## src/rtl/cfg_loader_pkg.sv

```systemverilog
package cfg_loader_pkg;
  localparam int FRAME_W  = 12;
  localparam int ADDR_W   = 4;
  localparam int DATA_W   = 8;
  localparam int NUM_REGS = 14;
  localparam int NPAIR    = 2;
  localparam int REGS_PER_PAIR = 4;
  localparam int E_BASE   = NPAIR * REGS_PER_PAIR;
  localparam int NAUX     = 3;
  localparam int AUX_BASE = E_BASE + 3;

  typedef struct packed {
    logic [ADDR_W-1:0] addr;
    logic [DATA_W-1:0] data;
  } frame_t;
endpackage

```

## src/rtl/sync_vec.sv

```systemverilog
module sync_vec #(
  parameter int W      = 3,
  parameter int STAGES = 2
) (
  input  logic         clk_i,
  input  logic         rst_ni,
  input  logic [W-1:0] d_i,
  output logic [W-1:0] q_o
);
  logic [STAGES-1:0][W-1:0] pipe_q;

  always_ff @(posedge clk_i or negedge rst_ni) begin
    if (!rst_ni) pipe_q <= '0;
    else begin
      pipe_q[0] <= d_i;
      for (int i = 1; i < STAGES; i++) pipe_q[i] <= pipe_q[i-1];
    end
  end

  assign q_o = pipe_q[STAGES-1];
endmodule

```

## src/rtl/frame_shifter.sv

```systemverilog
module frame_shifter
  import cfg_loader_pkg::*;
(
  input  logic   clk_i,
  input  logic   rst_ni,
  input  logic   clr_i,
  input  logic   sck_i,
  input  logic   sdi_i,
  input  logic   ld_i,
  output frame_t frame_o,
  output logic   commit_o
);
  logic               sck_prev_q, ld_prev_q;
  logic               sck_rise;
  logic [FRAME_W-1:0] shift_q;

  assign sck_rise = sck_i & ~sck_prev_q;

  always_ff @(posedge clk_i or negedge rst_ni) begin
    if (!rst_ni) begin
      sck_prev_q <= 1'b0;
      ld_prev_q  <= 1'b0;
      shift_q    <= '0;
    end else begin
      sck_prev_q <= sck_i;
      ld_prev_q  <= ld_i;
      if (clr_i)         shift_q <= '0;
      else if (sck_rise) shift_q <= {shift_q[FRAME_W-2:0], sdi_i};
    end
  end

  assign frame_o  = frame_t'(shift_q);
  assign commit_o = ld_i & ~ld_prev_q & ~clr_i;


  sdi_capture_chk: assert property (@(posedge clk_i) disable iff (!rst_ni)
    sck_rise && !clr_i |=> shift_q[0] == $past(sdi_i));


  shift_order_chk: assert property (@(posedge clk_i) disable iff (!rst_ni)
    sck_rise && !clr_i |=> shift_q[FRAME_W-1:1] == $past(shift_q[FRAME_W-2:0]));
endmodule

```

## src/rtl/reg_bank.sv

```systemverilog
module reg_bank
  import cfg_loader_pkg::*;
(
  input  logic                          clk_i,
  input  logic                          rst_ni,
  input  logic                          clr_i,
  input  logic                          wr_i,
  input  frame_t                        frame_i,
  output logic [NUM_REGS-1:0][DATA_W-1:0] regs_o
);
  logic [NUM_REGS-1:0][DATA_W-1:0] regs_q;

  for (genvar i = 0; i < NUM_REGS; i++) begin : g_reg
    always_ff @(posedge clk_i or negedge rst_ni) begin
      if (!rst_ni) regs_q[i] <= '0;
      else if (clr_i) regs_q[i] <= '0;
      else if (wr_i && frame_i.addr == ADDR_W'(i)) regs_q[i] <= frame_i.data;
    end
  end

  assign regs_o = regs_q;


  hold_no_commit_chk: assert property (@(posedge clk_i) disable iff (!rst_ni)
    !wr_i && !clr_i |=> $stable(regs_q));


  reserved_ignored_chk: assert property (@(posedge clk_i) disable iff (!rst_ni)
    wr_i && !clr_i && frame_i.addr >= ADDR_W'(NUM_REGS) |=> $stable(regs_q));


  clear_zero_chk: assert property (@(posedge clk_i) disable iff (!rst_ni)
    clr_i |=> regs_q == '0);
endmodule

```

## src/rtl/cfg_serial_loader.sv

```systemverilog
module cfg_serial_loader
  import cfg_loader_pkg::*;
#(
  parameter int SYNC_STAGES = 2
) (
  input  logic                  clk_i,
  input  logic                  rst_ni,
  input  logic                  stby_ni,
  input  logic                  uv_i,
  input  logic                  sck_i,
  input  logic                  sdi_i,
  input  logic                  ld_i,
  output logic [NPAIR-1:0]      pair_mode_o,
  output logic [NPAIR-1:0]      pair_step_o,
  output logic [NPAIR-1:0][1:0] pair_ccen_o,
  output logic [NPAIR-1:0][4:0] pair_div_o,
  output logic [NPAIR-1:0]      pair_coarse_o,
  output logic [NPAIR-1:0]      pair_cnt_rst_o,
  output logic [NPAIR-1:0][1:0] pair_fast_o,
  output logic [NPAIR-1:0]      pair_mon90_o,
  output logic [NPAIR-1:0][1:0] pair_ilim_o,
  output logic [NPAIR-1:0][1:0] pair_off_o,
  output logic [NPAIR-1:0]      pair_rev_o,
  output logic [NPAIR-1:0][3:0] pair_bridge_o,
  output logic                  e_mode_o,
  output logic                  e_ccen_o,
  output logic [4:0]            e_div_o,
  output logic [1:0]            e_off_o,
  output logic [1:0]            e_bridge_o,
  output logic [5:0]            e_dac_o,
  output logic [NAUX-1:0]       aux_mode_o,
  output logic [NAUX-1:0][1:0]  aux_bridge_o
);
  logic [2:0] pins_s;
  logic       clr, commit;
  frame_t     frame;
  logic [NUM_REGS-1:0][DATA_W-1:0] regs;

  assign clr = ~stby_ni | uv_i;

  sync_vec #(.W(3), .STAGES(SYNC_STAGES)) u_sync (
    .clk_i (clk_i),
    .rst_ni(rst_ni),
    .d_i   ({ld_i, sdi_i, sck_i}),
    .q_o   (pins_s)
  );

  frame_shifter u_shift (
    .clk_i   (clk_i),
    .rst_ni  (rst_ni),
    .clr_i   (clr),
    .sck_i   (pins_s[0]),
    .sdi_i   (pins_s[1]),
    .ld_i    (pins_s[2]),
    .frame_o (frame),
    .commit_o(commit)
  );

  reg_bank u_bank (
    .clk_i  (clk_i),
    .rst_ni (rst_ni),
    .clr_i  (clr),
    .wr_i   (commit),
    .frame_i(frame),
    .regs_o (regs)
  );

  for (genvar p = 0; p < NPAIR; p++) begin : g_pair
    localparam int B = p * REGS_PER_PAIR;
    assign pair_mode_o[p]    = regs[B][7];
    assign pair_step_o[p]    = regs[B][6];
    assign pair_div_o[p]     = regs[B][4:0];
    assign pair_ccen_o[p]    = {regs[B+1][2], regs[B][5]};
    assign pair_coarse_o[p]  = regs[B+1][7];
    assign pair_cnt_rst_o[p] = regs[B+1][6];
    assign pair_fast_o[p]    = regs[B+1][5:4];
    assign pair_mon90_o[p]   = regs[B+1][3];
    assign pair_ilim_o[p]    = regs[B+1][1:0];
    assign pair_off_o[p]     = regs[B+2][7:6];
    assign pair_rev_o[p]     = regs[B+2][5];
    assign pair_bridge_o[p]  = {regs[B+3][7:6], regs[B+2][4:3]};
  end

  assign e_mode_o   = regs[E_BASE][7];
  assign e_ccen_o   = regs[E_BASE][6];
  assign e_div_o    = regs[E_BASE][4:0];
  assign e_off_o    = regs[E_BASE+1][7:6];
  assign e_bridge_o = regs[E_BASE+1][5:4];
  assign e_dac_o    = regs[E_BASE+2][5:0];

  for (genvar k = 0; k < NAUX; k++) begin : g_aux
    assign aux_mode_o[k]   = regs[AUX_BASE+k][7];
    assign aux_bridge_o[k] = regs[AUX_BASE+k][6:5];
  end

  logic unused_bits;
  assign unused_bits = ^{regs[2][2:0], regs[3][5:0], regs[6][2:0], regs[7][5:0],
                         regs[E_BASE][5], regs[E_BASE+1][3:0], regs[E_BASE+2][7:6],
                         regs[AUX_BASE][4:0], regs[AUX_BASE+1][4:0], regs[AUX_BASE+2][4:0]};


  uv_clears_chk: assert property (@(posedge clk_i) disable iff (!rst_ni)
    uv_i |=> (e_dac_o == '0 && pair_div_o == '0 && aux_mode_o == '0));
endmodule

```

## config.mk

```make
export PLATFORM = sky130hd
export DESIGN_NAME = cfg_serial_loader
export DESIGN_NICKNAME = d
export VERILOG_FILES = /design/src/rtl/cfg_loader_pkg.sv /design/src/rtl/sync_vec.sv /design/src/rtl/frame_shifter.sv /design/src/rtl/reg_bank.sv /design/src/rtl/cfg_serial_loader.sv
export SDC_FILE = /design/constraint.sdc
export NUM_CORES = 1
export LEC_CHECK = 0
export BUFFER_PORTS_ARGS = -buffer_cell sky130_fd_sc_hd__buf_4
export CELL_PAD_IN_SITES_DETAIL_PLACEMENT = 0
export CELL_PAD_IN_SITES_GLOBAL_PLACEMENT = 1
export CORE_AREA = 2 2 100 102
export DETAILED_ROUTE_END_ITERATION = 8
export DIE_AREA = 0 0 102 104
export PLACE_DENSITY = 0.85
export SYNTH_ARGS = -nofsm -noshare
export SYNTH_HDL_FRONTEND = slang
export SYNTH_SLANG_ARGS = --single-unit
```

## constraint.sdc

```tcl
create_clock -name clk_i -period 1.47 [get_ports clk_i]
set_input_delay 0.294 -clock clk_i [delete_from_list [all_inputs] [get_ports clk_i]]
set_output_delay 0.294 -clock clk_i [all_outputs]
set_load 0.02 [all_outputs]
```

======== Word level (Yosys, flattened, before mapping) ========
Index checks and enable logic that the tools add are counted.
word-level totals
  word-level logic and storage cells ...... 100
  input port bits ......................... 7
  register bits ........................... 130
  output and inout bits ................... 72
operators by class
  reductions and logical operators ........ 30
  mux-type cells .......................... 30
  bitwise gates (word level) .............. 8
  eq/ne operators ......................... 13
operators with widths
  operator                                                               count
  8-bit two-way mux                                                      26
  2-bit nonzero test                                                     15
  4-bit equality test, second input constant                             6
  12-bit two-way mux                                                     2
  4-bit by 3-bit equality test with 1-bit output, second input constant  4
  1-bit logical AND                                                      14
  6-bit two-way mux                                                      2
  4-bit by 2-bit equality test with 1-bit output, second input constant  2
  4-bit by 1-bit equality test with 1-bit output, second input constant  1
  4-bit logical NOT                                                      1
  1-bit NOT                                                              4
  1-bit AND                                                              3
  1-bit bitwise OR                                                       1

======== Logic depth before layout (Yosys ltp) ========
Gate-level depths: netlist of the first run.
  word-level depth ........................ 7
  gate-level depth with buffers ........... 6
  gate-level depth less buffers ........... 3

======== Modules after synthesis ========
Synthesis of the first run repeated with hierarchy kept, for this count alone.
unflattened totals
  cell total of the unflattened synthesis .. 446
  area, all modules ....................... 5765.5 µm²
by module, submodules not included
  module             cells each  sequential area each (µm²)  area an instance (µm²)  times used
  reg_bank           392         2802.7                      4976.0                  1
  frame_shifter      44          350.3                       610.6                   1
  sync_vec           9           150.1                       172.7                   1
  cfg_serial_loader  1           0.0                         6.3                     1

======== Worst setup path before layout of the first run ========
No wires, ideal clock.
  kind .................................... reg2reg
  start point ............................. register u_shift.shift_q[11], in the netlist u_shift.frame_o[11]
  end point ............................... register u_bank.regs_q (netlist bit u_bank.regs_o[44])
  arrival time ............................ 1213 ps
  buffers on the path ..................... 1
  library setup time ...................... 80 ps
  data required time ...................... 1390 ps
  stages on the path, launching flop included .. 5
  clock period less this slack ............ 1293 ps
  path slack .............................. 177 ps
  path through ............................ dfrtp_1 > and4bb_4 > and2_4 > buf_6 > mux2i_1
on the way
  cells in the longest elaborated chain, start to end .. 3
ends and longest elaborated chain
  element                                         RTL line             RTL
  start: declaration                              frame_shifter.sv:15  logic [FRAME_W-1:0] shift_q;
  start signal: assignment                        frame_shifter.sv:28  else if (sck_rise) shift_q <= {shift_q[FRAME_W-2:0], sdi_i};
  4-bit by 3-bit equality test with 1-bit output  reg_bank.sv:17       else if (wr_i && frame_i.addr == ADDR_W'(i)) regs_q[i] <= frame_i.data;
  1-bit logical AND                               reg_bank.sv:17
  2-bit nonzero test (no line)                    n/a
  end signal: indexed assignment                  reg_bank.sv:17
  end: declaration                                reg_bank.sv:11       logic [NUM_REGS-1:0][DATA_W-1:0] regs_q;
Every way passes these cells.
A chain may end at the register's enable or synchronous reset.

======== Worst setup path in the final report of the first run ========
  start point ............................. register u_shift.shift_q[11], in the netlist u_shift.frame_o[11]
  end point ............................... register u_bank.regs_q (netlist bit u_bank.regs_o[11])
on the way
  cells in the longest elaborated chain, start to end .. 3
ends and longest elaborated chain
  element                                         RTL line
  4-bit by 1-bit equality test with 1-bit output  reg_bank.sv:17
  1-bit logical AND                               reg_bank.sv:17
  2-bit nonzero test (no line)                    n/a
Every way passes these cells.

==> reports/metrics.yaml, run 1 <==
job:
  drv_cap: 0
finish:
  antennaDiodeCount: 0
  multi_input_area_mm2: 0.00137
  regArea_mm2: 0.00230
  drive_above_1_share: 0.288
  fillers: 903
  area_growth_pct: 27.1
  fin_nets: 417
grt:
  track_usage: 0.172
  grt-ovfl-total: 0
  grt_pass1_wl_mm: 13.9
  grt_start_max_net_pins: 49
  antenna_found_initial: 0
  grt_pass1_vias: 2608
yosys:
  synth.cell_area_mm2: 0.00373
  synth_cells: 321
  yosysSeqAreaShare: 0.617
  yosysWarnings: 0
  syn_avg_cell_area_um2: 11.6
  syn_nets: 328
  ys_types: 19
  synth.ff_latch_count: 92
clock_network:
  cts_tree: "built"
  clk_pin_slew_ps: 80
  cts_made_buffers: 9
  worstSkewPairLatency_ps: 350
  clk_path_buf_depth: 2
  cts_sinks: 92
  cts_root_buf: "clkbuf_8"
  htreeDepth: 3
worst_setup_path:
  required_ps: 1680
  cp_max_fo: 8
  worstSetupPathType: "register to register"
  crit_family: "flip-flops"
  slowest_delay_ps: 460
  cp-end-kind: "register"
  crit_chain: "nor4b_4 -> buf_4 -> nand2_2 -> mux2i_1"
  cp.buffers_inverters: 1
  arrival_ps: 1600
  cp_slowest_cell: "dfrtp_2"
  startpoint_type: "register"
worst_hold_path:
  hold_path.class: "input port to register"
power_and_ir_drop:
  peakVddDrop_v: 0.000414
  p_leak_nw: 2.58
  power_density_mw_per_mm2: 878
routing:
  drc: 0
  routed-wl-met3_um: 434
  ant_nets: 0
  avgViaCountPerCell: 4.84
  num_vias: 2645
  wl_met2_mm: 4.30
  top_layer: "met4"
  wl_met1_mm: 3.94
  drtPass1Iterations: 4
  routed_wl_mm: 8.77
  drt_iter0_markers: 110
  wl_per_cell_um: 16.1
timing:
  setup-tns-final_ps: 0
  slew_headroom: 0.675
  fin_crit_sh: 0.944
  grt_setup_unrepaired: "no"
  slew_viol_final: 0
  fin_crit_ps: 1390
  hold_viol: 0
  fmax_mhz: 720
  setup_violations: 0
  fin_ws_ps: 82.0
  fin_skew_ps: 11.5
  worstMarginPinSlew_ps: 487
die:
  die_w_um: 102
  die_y_um: 104
  io_pins: 79
  die_area_mm2: 0.0106
  core_mm2: 0.00955
  num_rows: 36
  initial_core_util: 0.391
placement:
  dp.final_hpwl_mm: 6.19
  portBuffers: 78
  place_ws_ps: -5.15
  gp_congestion: 0.722
outcome:
  outcome: "finished clean"
power breakdown:
part	switching, mW	leakage, nW	internal [mW]
sequential	0.00734	1.27	2.54
combinational	0.111	1.24	0.0485
clock	0.818	0.0783	0.642
total	0.936	2.58	3.23
synth_stat cells:
| master | number | area, um2 |
|---|---|---|
| nor2b_1 | 4 | 25.0 |
| nand4_1 | 2 | 12.5 |
| buf_6 | 1 | 11.3 |
| buf_4 | 1 | 7.51 |
| nor2_1 | 1 | 3.75 |
| nand3_1 | 3 | 15.0 |
| dfrtp_1 | 92 | 2300 |
| mux2i_1 | 72 | 721 |
| and4bb_4 | 1 | 16.3 |
| nor4b_4 | 1 | 23.8 |
| nand2_2 | 6 | 37.5 |
| nand2b_1 | 2 | 12.5 |
| and2b_1 | 1 | 7.51 |
| nand2_1 | 106 | 398 |
| and2_4 | 1 | 8.76 |
| a21oi_1 | 12 | 60.1 |
| clkbuf_1 | 10 | 37.5 |
| and4bb_2 | 1 | 12.5 |
| buf_2 | 4 | 20.0 |
flip-flops by register name, summed over array words and instances, names as in the netlist:
| register | flops |
|---|---|
| u_bank.regs_o | 72 |
| u_shift.frame_o | 12 |
| u_shift.ld_prev_q | 1 |
| u_shift.sck_prev_q | 1 |
| u_sync.pipe_q | 3 |
| u_sync.q_o | 3 |
cell families (layout without fill, tap and decap cells):
family                 count (synthesis)  count (layout)  synth area share
AND/OR/NAND/NOR                      129             129             0.154
multiplexers                          72              72             0.193
AO/OA/AOI/OAI                         12              12            0.0161
buffers and inverters                 16             108            0.0205
flip-flops                            92              92             0.617
path summary, 6_finish.rpt:
kind                            cells past startpoint                       startpoint  slack (ps)                       endpoint
worst max-delay path                                4  u_shift.frame_o[11]$_DFFE_PN0P_          80  u_bank.regs_o[11]$_DFFE_PN0P_
worst min-delay path                                1                            sck_i          40     u_sync.pipe_q[0]$_DFF_PN0_
worst max register to register                      4  u_shift.frame_o[11]$_DFFE_PN0P_          80  u_bank.regs_o[11]$_DFFE_PN0P_
worst min register to register                      0       u_sync.pipe_q[1]$_DFF_PN0_         350        u_sync.q_o[1]$_DFF_PN0_
max in group asynchronous                           3                           rst_ni         560  u_bank.regs_o[19]$_DFFE_PN0P_
min in group asynchronous                           2                           rst_ni         370     u_sync.pipe_q[2]$_DFF_PN0_
repair_timing:
item | CTS | global route
endpoints found under the hold margin | 22 | 0
gates resized for setup | 0 | 4
setup endpoints to repair | 0 | 29
buffers inserted | 0 | 1
hold buffers | 1 | 0
per-stage QoR:
stage / power [mW] / utilization / cells / hold slack (ps) / area [um2]
after floorplan: 2.66 / - / 321 / -1.59 / 3730
after detailed placement: 2.76 / 0.477 / 530 / 224 / 4560
after global placement: 2.75 / 0.477 / 530 / 223 / 4560
after CTS: 4.22 / 0.495 / 545 / 22.2 / 4730
after global routing: 4.34 / 0.497 / 546 / 21.4 / 4740
final: 4.17 / 0.497 / 546 / 42.7 / 4740
cell type report:
class,count,area share
Clock buffer,12,0.0306
Clock inverter,2,0.00264
Multi-Input combinational cell,213,0.289
Sequential cell,92,0.486
Tap cell,133,0.0351
Timing Repair Buffer,94,0.157
placed cells by master (no fill, tap or decap), drive strengths merged, types with 2 or more instances in the layout:
| cell | count |
|---|---|
| nand2 | 112 |
| buf | 93 |
| dfrtp | 92 |
| mux2i | 72 |
| a21oi | 12 |
| clkbuf | 12 |
| nor2b | 4 |
| nand3 | 3 |
| nand2b | 2 |
| nand4 | 2 |
| and4bb | 2 |
layer usage:
metal  vias up  GRT usage
li1       1243          -
met1      1333      0.237
met2        62      0.265
met3         7     0.0336
met4         0     0.0714
met5         -          0
(Power assumes the default switching activity.)
==> run 2, diff against run 1 <==
--- a/config.mk
+++ b/config.mk
@@ -8,9 +8,9 @@
 export BUFFER_PORTS_ARGS = -buffer_cell sky130_fd_sc_hd__buf_4
 export CELL_PAD_IN_SITES_DETAIL_PLACEMENT = 0
 export CELL_PAD_IN_SITES_GLOBAL_PLACEMENT = 1
-export CORE_AREA = 2 2 100 102
+export CORE_AREA = 2 2 85 120
 export DETAILED_ROUTE_END_ITERATION = 8
-export DIE_AREA = 0 0 102 104
+export DIE_AREA = 0 0 87 122
 export PLACE_DENSITY = 0.85
 export SYNTH_ARGS = -nofsm -noshare
 export SYNTH_HDL_FRONTEND = slang
==> run 2 against run 1 <==
Effect of this change:
- die area about the same
- routed wire length rose by 2.3%
- worst hold slack improved by 18 ps
- utilization up 0.76 points
- worst setup slack lost 4.4 ps
- sequential power about the same
- via count is 0.53% higher
- non-clock buffer count increased by 2
- flip-flop and latch count is the same
- critical path depth down 1
- highest routed layer unchanged
==> reports/metrics.yaml, run 2 (synthesis results as in run 1) <==
die:
  io_pins: 79
  die_area_mm2: 0.0106
  die_w_um: 87
  num_rows: 43
  initial_core_util: 0.388
  die_y_um: 122
  core_mm2: 0.00963
timing:
  slew_headroom: 0.690
  slew_viol_final: 0
  fin_crit_sh: 0.947
  worstMarginPinSlew_ps: 465
  whs_ps: 60.2
  setup-tns-final_ps: 0
  setup_violations: 0
  fin_skew_ps: 8.50
  grt_setup_unrepaired: "yes"
  fmax_mhz: 718
  hold_viol: 0
  fin_crit_ps: 1390
routing:
  drtPass1Iterations: 5
  drt_iter0_markers: 226
  avgViaCountPerCell: 5.03
  routed_wl_mm: 8.97
  wl_per_cell_um: 17.0
  num_vias: 2659
  drc: 0
  ant_nets: 0
worst_setup_path:
  crit_chain: "and4bb_4 -> and2_4 -> mux2i_1"
  cp_max_fo: 8
  cp.buffers_inverters: 0
  arrival_ps: 1650
  slowest_delay_ps: 450
  worstSetupStartpoint: "u_shift.frame_o[11]$_DFFE_PN0P_"
  worstReg2RegStart: "u_shift.frame_o[11]$_DFFE_PN0P_"
  startpoint_type: "register"
  cp-end-kind: "register"
  worstSetupPathType: "register to register"
  cp.depth: 3
  cp_slowest_cell: "dfrtp_2"
  crit_family: "simple AND/OR/NAND/NOR gates"
  required_ps: 1720
  reg2reg_depth: 3
finish:
  regArea_mm2: 0.00230
  multi_input_area_mm2: 0.00138
  fin_util: 0.504
  antennaDiodeCount: 0
  largest_register_ffs: 72
  final_common_cell: "nand2_1"
  area_growth_pct: 30.1
  fillers: 877
  drive_above_1_share: 0.290
  layout_common_cells: "nand2_1 (106), buf_4 (93), dfrtp_1 (91)"
  fin_nets: 419
placement:
  dp.final_hpwl_mm: 6.18
  portBuffers: 78
  gp_congestion: 0.795
clock_network:
  htreeDepth: 3
  clk_path_buf_depth: 2
  worstSkewPairLatency_ps: 340
  cts_root_buf: "clkbuf_16"
  cts_sinks: 92
  cts_made_buffers: 9
  clk_pin_slew_ps: 60
  cts_tree: "built"
power_and_ir_drop:
  p_leak_nw: 2.66
  p_comb_frac: 0.033
  peakVddDrop_v: 0.000578
  swShare: 0.213
  power_density_mw_per_mm2: 1020
  pwr-share-clk: 0.453
  seqPwrFrac: 0.514
  p_int_mw: 3.91
  switchingPower_mw: 1.06
grt:
  track_usage: 0.184
  grt_pass1_vias: 2790
  antenna_found_initial: 0
  grt_start_max_net_pins: 48
  grt-ovfl-total: 0
  grt_pass1_wl_mm: 14.7
outcome:
  outcome: "finished clean"
worst_hold_path:
  min_path_cells: 1
  min_from: "sck_i"
  hold_path.class: "input port to register"
job:
  drv_cap: 0
run 2: repair_timing:
action	4_1_cts	5_1_grt
setup buffers	0	2
gates resized for setup	0	5
hold buffers	1	0
hold endpoints to repair	12	0
endpoints found under the setup margin	0	34
run 2: through the flow:
| stage | total power [mW] | cell area [um2] | setup slack (ps) | cells |
|---|---|---|---|---|
| after floorplan | 2.66 | 3730 | 177 | 321 |
| after global placement | 2.76 | 4530 | 56.6 | 510 |
| after detailed placement | 2.76 | 4530 | 13.9 | 510 |
| after CTS | 5.01 | 4820 | 7.58 | 527 |
| after global routing | 5.12 | 4860 | -15.2 | 529 |
| final | 4.97 | 4860 | 77.6 | 529 |
run 2: area by class of cell:
cell class | instances | area share
clock buffers | 12 | 0.0487
flip-flops and latches | 92 | 0.474
clock inverters | 4 | 0.0103
well taps | 112 | 0.0289
repair buffers | 96 | 0.154
multi-input cells | 213 | 0.284
run 2: path summary, 6_finish.rpt:
path                                                  to  slack [ps]
setup / recovery           u_bank.regs_o[40]$_DFFE_PN0P_          80
hold / removal                u_sync.pipe_q[0]$_DFF_PN0_          60
setup reg to reg           u_bank.regs_o[40]$_DFFE_PN0P_          80
hold reg to reg                  u_sync.q_o[2]$_DFF_PN0_         350
max in group asynchronous   u_bank.regs_o[7]$_DFFE_PN0P_         620
min in group asynchronous  u_bank.regs_o[76]$_DFFE_PN0P_         350
run 2: power groups by stage:
| stage | combinational, mW | clock [mW] | sequential (mW) |
|---|---|---|---|
| floorplan | 0.0634 | 0 | 2.60 |
| global placement | 0.160 | 0 | 2.60 |
| detailed placement | 0.162 | 0 | 2.60 |
| CTS | 0.165 | 2.29 | 2.55 |
| global route | 0.185 | 2.38 | 2.55 |
| finish | 0.164 | 2.25 | 2.55 |
run 2: metal layers:
metal / GRT usage / routed length (um)
met3: 0.0400 / 355
met4: 0.0771 / 179
met2: 0.300 / 4640
met1: 0.235 / 3790
met5: 0 / 0
